--- src/rtl/fbg_pkg.sv ---
package fbg_pkg;

    // Default field widths of the configuration word
    localparam int unsigned FBG_SCALE_W = 8;
    localparam int unsigned FBG_STEP_W  = 16;

    // Control command shared by the prescaler and the accumulator
    typedef enum logic [1:0] {
        FBG_HOLD    = 2'd0,   // disabled: stages parked at zero
        FBG_RESTART = 2'd1,   // configuration write: stages cleared
        FBG_RUN     = 2'd2    // normal counting
    } fbg_ctl_e;

    function automatic fbg_ctl_e fbg_decode_ctl(input logic we, input logic run_en);
        fbg_ctl_e c;
        if (we)
            c = FBG_RESTART;
        else if (!run_en)
            c = FBG_HOLD;
        else
            c = FBG_RUN;
        return c;
    endfunction

endpackage

--- src/rtl/fbg_cfg_reg.sv ---
module fbg_cfg_reg
    import fbg_pkg::*;
#(
    parameter int unsigned SCALE_W = FBG_SCALE_W,
    parameter int unsigned STEP_W  = FBG_STEP_W,
    localparam int unsigned CFG_W  = SCALE_W + STEP_W,
    localparam int unsigned SCALE_LSB = STEP_W
) (
    input  logic               clk,
    input  logic               rst_n,
    input  logic               cfg_we,
    input  logic [CFG_W-1:0]   cfg_word,
    output logic [SCALE_W-1:0] scale,
    output logic [STEP_W-1:0]  step
);

    typedef struct packed {
        logic [SCALE_W-1:0] scale;
        logic [STEP_W-1:0]  step;
    } cfg_state_t;

    cfg_state_t state_d, state_q;

    always_comb begin
        state_d = state_q;
        if (cfg_we) begin
            state_d.step  = cfg_word[STEP_W-1:0];
            state_d.scale = cfg_word[SCALE_LSB +: SCALE_W];
        end
    end

    always_ff @(posedge clk or negedge rst_n) begin
        if (!rst_n)
            state_q <= '0;
        else
            state_q <= state_d;
    end

    assign scale = state_q.scale;
    assign step  = state_q.step;

endmodule

--- src/rtl/fbg_prescaler.sv ---
module fbg_prescaler
    import fbg_pkg::*;
#(
    parameter int unsigned SCALE_W = FBG_SCALE_W
) (
    input  logic               clk,
    input  logic               rst_n,
    input  fbg_ctl_e           ctl,
    input  logic [SCALE_W-1:0] scale,
    output logic               add_pulse
);

    typedef struct packed {
        logic [SCALE_W-1:0] cnt;
    } pre_state_t;

    pre_state_t state_d, state_q;
    logic       pulse_d;

    always_comb begin
        state_d = state_q;
        pulse_d = 1'b0;
        unique case (ctl)
            FBG_RUN: begin
                if (state_q.cnt == '0) begin
                    pulse_d     = 1'b1;
                    state_d.cnt = scale;
                end else begin
                    state_d.cnt = state_q.cnt - 1'b1;
                end
            end
            default: begin
                state_d.cnt = '0;
            end
        endcase
    end

    always_ff @(posedge clk or negedge rst_n) begin
        if (!rst_n)
            state_q <= '0;
        else
            state_q <= state_d;
    end

    assign add_pulse = pulse_d;

endmodule

--- src/rtl/fbg_phase_acc.sv ---
module fbg_phase_acc
    import fbg_pkg::*;
#(
    parameter int unsigned STEP_W = FBG_STEP_W,
    localparam int unsigned ACC_W = STEP_W + 1,
    localparam int unsigned SUM_W = ACC_W + 1
) (
    input  logic              clk,
    input  logic              rst_n,
    input  fbg_ctl_e          ctl,
    input  logic              add_pulse,
    input  logic [STEP_W-1:0] step,
    output logic              tick
);

    typedef struct packed {
        logic [ACC_W-1:0] acc;
        logic             tick;
    } acc_state_t;

    acc_state_t       state_d, state_q;
    logic [SUM_W-1:0] sum;

    always_comb begin
        sum     = {1'b0, state_q.acc} + {{(SUM_W-STEP_W){1'b0}}, step};
        state_d = state_q;
        state_d.tick = 1'b0;
        unique case (ctl)
            FBG_RUN: begin
                if (add_pulse) begin
                    state_d.acc  = sum[ACC_W-1:0];
                    state_d.tick = sum[ACC_W];
                end
            end
            default: begin
                state_d.acc = '0;
            end
        endcase
    end

    always_ff @(posedge clk or negedge rst_n) begin
        if (!rst_n)
            state_q <= '0;
        else
            state_q <= state_d;
    end

    assign tick = state_q.tick;

endmodule

--- src/rtl/frac_baud_gen.sv ---
module frac_baud_gen
    import fbg_pkg::*;
#(
    parameter int unsigned SCALE_W = FBG_SCALE_W,
    parameter int unsigned STEP_W  = FBG_STEP_W,
    localparam int unsigned CFG_W  = SCALE_W + STEP_W
) (
    input  logic             clk,
    input  logic             rst_n,
    input  logic             en,
    input  logic             cfg_we,
    input  logic [CFG_W-1:0] cfg_word,
    output logic             baud_tick
);

    logic [SCALE_W-1:0] scale_cur;
    logic [STEP_W-1:0]  step_cur;
    logic               add_pulse;
    fbg_ctl_e           ctl;

    assign ctl = fbg_decode_ctl(cfg_we, en);

    fbg_cfg_reg #(
        .SCALE_W (SCALE_W),
        .STEP_W  (STEP_W)
    ) u_cfg (
        .clk      (clk),
        .rst_n    (rst_n),
        .cfg_we   (cfg_we),
        .cfg_word (cfg_word),
        .scale    (scale_cur),
        .step     (step_cur)
    );

    fbg_prescaler #(
        .SCALE_W (SCALE_W)
    ) u_pre (
        .clk       (clk),
        .rst_n     (rst_n),
        .ctl       (ctl),
        .scale     (scale_cur),
        .add_pulse (add_pulse)
    );

    fbg_phase_acc #(
        .STEP_W (STEP_W)
    ) u_acc (
        .clk       (clk),
        .rst_n     (rst_n),
        .ctl       (ctl),
        .add_pulse (add_pulse),
        .step      (step_cur),
        .tick      (baud_tick)
    );

endmodule

--- config.mk ---
export PLATFORM = sky130hd
export DESIGN_NAME = frac_baud_gen
export DESIGN_NICKNAME = d
export VERILOG_FILES = /design/src/rtl/fbg_pkg.sv /design/src/rtl/fbg_cfg_reg.sv /design/src/rtl/fbg_prescaler.sv /design/src/rtl/fbg_phase_acc.sv /design/src/rtl/frac_baud_gen.sv
export SDC_FILE = /design/constraint.sdc
export NUM_CORES = 1
export LEC_CHECK = 0
export ABC_AREA = 1
export ABC_CLOCK_PERIOD_IN_PS = 2700
export BUFFER_PORTS_ARGS = -buffer_cell sky130_fd_sc_hd__clkbuf_2
export CAP_MARGIN = 20
export CORE_ASPECT_RATIO = 0.5
export CORE_MARGIN = 5
export CORE_UTILIZATION = 24
export CTS_BUF_LIST = sky130_fd_sc_hd__clkbuf_2 sky130_fd_sc_hd__clkbuf_4 sky130_fd_sc_hd__clkbuf_8
export CTS_CLUSTER_DIAMETER = 40
export DETAILED_ROUTE_END_ITERATION = 16
export GPL_TIMING_DRIVEN = 0
export PLACE_DENSITY = 0.46
export SETUP_SLACK_MARGIN = 0.02
export SYNTH_ARGS = -nofsm -noshare
export SYNTH_HDL_FRONTEND = slang
export SYNTH_SLANG_ARGS = --single-unit
--- constraint.sdc ---
create_clock -name clk -period 2.7 [get_ports clk]
set_input_delay 0.54 -clock clk [delete_from_list [all_inputs] [get_ports clk]]
set_output_delay 0.54 -clock clk [all_outputs]
set_load 0.005 [all_outputs]
# Yosys cells after proc, flatten, opt, wreduce, memory -nomap -nowiden
# Index checks and enable logic that the tools add are counted.
# Widths: inputs -> output; s select.
# word_totals
regBits	50
latch_bits	0
ram_bits	0
romBits	0
in_bits	28
out_inout_bits	1
mem_count	0
# op_classes
addsub	2
n_mul	0
n_div	0
magnitude_cmp	0
n_eq_ne	2
n_shift	0
muxes	9
bitwise	0
n_reduce_logical	1
# op_table
cell	count
$add 17x16->18	1
$mux 18	1
$mux 17	1
$mux 8	2
$logic_not 8->1	1
$sub 8x1->8 const B	1
$mux 2	2
$mux 1	3
$eq 2x2->1 const B	1
$ne 2x2->1 const B	1

# Logic depth before layout (Yosys ltp)
# logic_depth
ltp_word	6
mapped_depth	13

# By module
# A second synthesis with hierarchy kept.
# unflattened
cells_unflattened	432
hier_area_um2	3155.5
# by_module_without_submodules
module	n_inst	cells_each	area_each_um2	seq_area_each_um2
fbg_phase_acc	1	254	1624.1	450.4
fbg_cfg_reg	1	102	974.7	600.6
fbg_prescaler	1	74	546.8	200.2
frac_baud_gen	1	2	10.0	0.0

# Worst setup path before layout
# No wires, ideal clock.
# synth_timing
path_type	reg-to-reg
startpoint	register u_cfg.state_q, in the netlist u_cfg.step[0]
endpoint	register u_acc.state_q[15] in the netlist's numbering
setup_time_ps	119
arrival_ps	1497
t_required_ps	2581
setup_slack_ps	1085
path_stages_with_launch	14
n_path_buf	0
period_less_slack_ps	1615
path_cell_list	dfrtp_1 > ha_1 > inv_1 > fa_1 > inv_1 > nand2_1 > nand2_1 > nand3_1 > nand2_1 > nand2_1 > nand2_1 > nand2_1 > nand3_1 > nand2_1
# synth_via
elab_chain_len	3
# synth_rtl
item	line	text
from (decl)	fbg_cfg_reg.sv:22	cfg_state_t state_d, state_q;
from (signal assigned)	fbg_cfg_reg.sv:36	state_q <= state_d;
$add 17x16->18	fbg_phase_acc.sv:25	sum = {1'b0, state_q.acc} + {{(SUM_W-STEP_W){1'b0}}, step};
$mux 18	fbg_phase_acc.sv:30	if (add_pulse) begin
$mux 17	fbg_phase_acc.sv:28	unique case (ctl)
to (signal assigned)	fbg_phase_acc.sv:45	state_q <= state_d;
to (decl)	fbg_phase_acc.sv:21	acc_state_t state_d, state_q;
# No other way between the ends. The select of a mux whose other input is x is not followed.
# A chain may end at the register's enable or synchronous reset.

# Worst setup path after layout
# layout_timing
startpoint	register u_cfg.state_q, in the netlist u_cfg.step[0]
endpoint	register u_acc.state_q[13] in the netlist's numbering
# Same word-level chain as after synthesis.

==> results.yml <==
placement:
  port_buffers: 27
  gp_congestion: 0.860
  preCtsSetupSlack_ns: 0.810
  dp_hpwl_um: 5200
  dpl-instance-area_um2: 3320
  dp_cells: 572
route:
  drcViolationCount: 0
  first_pass_iters: 4
  antenna_left: 0
  via_per_inst: 4.05
  vias: 2351
  wl_per_cell_um: 11.4
  wl_um: 6620
  drtIter0Drc: 89
die:
  fp.dieW_um: 167
  row_count: 28
  core-area_um2: 11900
  chipHeight_um: 88.5
  io-pin-count: 29
  die_area_um2: 14800
  initial_core_util_pct: 24.8
cells_and_area:
  final_common_cell: "nand2_1"
  final_cells: 580
  area_growth_pct: 16.1
  drive_gt1_share_pct: 15.9
  fin_area_um2: 3430
  nNetsFinal: 460
  diodes: 0
  mostFrequentLayoutCells: "nand2_1 (131), inv_1 (60), dfrtp_1 (50), clkbuf_2 (27), nand3_1 (20)"
critical_path:
  path_max_fanout: 3
  path_cells: "ha_1 -> inv_1 -> fa_1 -> inv_1 -> nand2_1 -> nand2_1 -> nand3_1 -> nand2_1 -> nand2_1 -> nand2_1 -> nand2_1 -> nand3_1 -> nand2_1"
  path_class: "flop to flop"
  slowest_stage: "dfrtp_1"
  cp_common_cell: "nand2_1"
  critPathArrivalTime_ns: 2.12
  max_stage_delay_ns: 0.38
  r2r-start: "u_cfg.step[0]"
  cp-end-kind: "flop"
  crit_path_start_kind: "flop"
  startpoint: "u_cfg.step[0]"
  worstPathRequired_ns: 2.91
sta:
  hold_viol: 0
  fin_crit_ns: 1.91
  setup_tns_ns: 0
  clock_skew_ns: 0.0117
  worst_pin_slew_ns: 0.473
  fmax_ghz: 0.522
  rsz0062_at_grt: "no"
  min_period_over_period_pct: 70.9
  setup_viol: 0
  slew_headroom_pct: 68.4
  layout_setup_ws_ns: 0.785
  hold_ws_ns: 0.164
  slew_violations: 0
power:
  power_density_nw_per_um2: 786
  leakagePower_uw: 0.00184
  ir_drop_mv: 0.182
clock_tree:
  cts_resized: 0
  cts_tree: "done"
  clkSinkCount: 50
  cts_buffers: 5
  cts_max_level: 2
  path_clk_slew_ns: 0.10
  cts_setup_buffers: 0
  clock_latency_ns: 0.32
  hold_buffers: 0
  root_buffer: "clkbuf_8"
  clock_path_buffers: 2
synthesis:
  seq_area_frac_synth_pct: 42.3
  syn_avg_cell_area_um2: 7.81
  synth_nets: 425
  yosysUniqueCellTypes: 25
  netlist_area_um2: 2960
  synthCells: 379
  yosysWarningCount: 0
  ys_ff_latch: 50
status:
  status: "complete, no violations"
global_routing:
  grt_pass1_wl_um: 11500
  grt-ovfl-total: 0
  grt_max_degree: 34
  grt.total_usage_pct: 9.74
  grt_pass1_vias: 2410
  antenna_found_initial: 0
worst_hold_path:
  hold_class: "input pin to async pin"
flow_run:
  maxCapViolCount: 0
==> synthesized netlist by cell type (all sizes together) <==
cell type / instances / area share, %
inv: 60 / 7.6
nand2: 132 / 17
nand3: 21 / 3.7
nor3: 6 / 1.2
clkinv: 1 / 0.13
buf: 6 / 1.4
or2: 3 / 0.63
mux2: 16 / 6.1
o21ai: 20 / 3.4
a21oi: 11 / 1.9
xnor2: 8 / 2.4
nand3b: 2 / 0.51
nor2: 17 / 2.3
xor2: 2 / 0.59
fa: 1 / 0.68
o22ai: 5 / 1.1
dfrtp: 50 / 42
ha: 17 / 7.2
clkbuf: 1 / 0.13
==> through the flow <==
step | utilization (%) | power (µW)
4_1_cts | 28.7 | 2760
6_report | 28.7 | 2700
3_5_place_dp | 27.8 | 2180
3_3_place_gp | 27.6 | 2170
2_1_floorplan | - | 1890
5_1_grt | 28.7 | 2970
==> per-layer routing <==
metal	share of wire (%)	GRT usage (%)	routed length, µm
met1	53	13.3	3540
met2	43	15.4	2820
met3	2.2	1.87	145
met4	1.8	4.01	119
met5	0	0	0
==> power by group <==
group	leakage (µW)	switching [µW]	total [µW]	internal, µW
logic	0.00115	697	1150	457
clock network	0.0000548	266	553	287
registers	0.000640	97.5	992	894
==> cells by family after synthesis <==
kind of cell	Yosys count	share of synthesized area, %
AOI/OAI and AO/OA	36	6.30
xor gates and xnor gates	10	2.96
adders and majority gates	18	7.86
buffers and inverters	68	9.30
DFF	50	42.3
muxes	16	6.09
and+or+nand+nor	181	25.2
==> state kept, by name, summed over array words and instances (netlist names) <==
register	flops
u_cfg.scale	8
u_pre.state_q	8
u_acc.tick	1
u_cfg.step	16
u_acc.state_q	17
==> final timing paths <==
kind	cells past startpoint	endpoint	slack, ns
min	1	u_cfg.step[12]	0.16
min reg2reg	1	u_pre.state_q[0]	0.47
max in group asynchronous	2	u_acc.state_q[14]	2.00
min in group clk	3	u_cfg.scale[2]	0.42
max reg2reg	13	u_acc.state_q[13]	0.79
max	13	u_acc.state_q[13]	0.79
==> critical path, delay by kind of cell (launching register included) <==
family	cells	cell delay (ns)
simple gates	9	0.76
fa+ha+maj	2	0.52
buf+inv	2	0.13
flops	1	0.38
==> area by class of cell <==
class / count / area, µm²
inverters: 61 / 229
clock buffers: 6 / 76.3
repair buffers: 28 / 155
plain buffers: 7 / 46.3
multi-input cells: 261 / 1430
well taps: 165 / 206
fillers: 1302 / 8510
flip-flops and latches: 50 / 1250
clock inverters: 2 / 37.5
No activity file was read; power rests on OpenSTA's default activity.
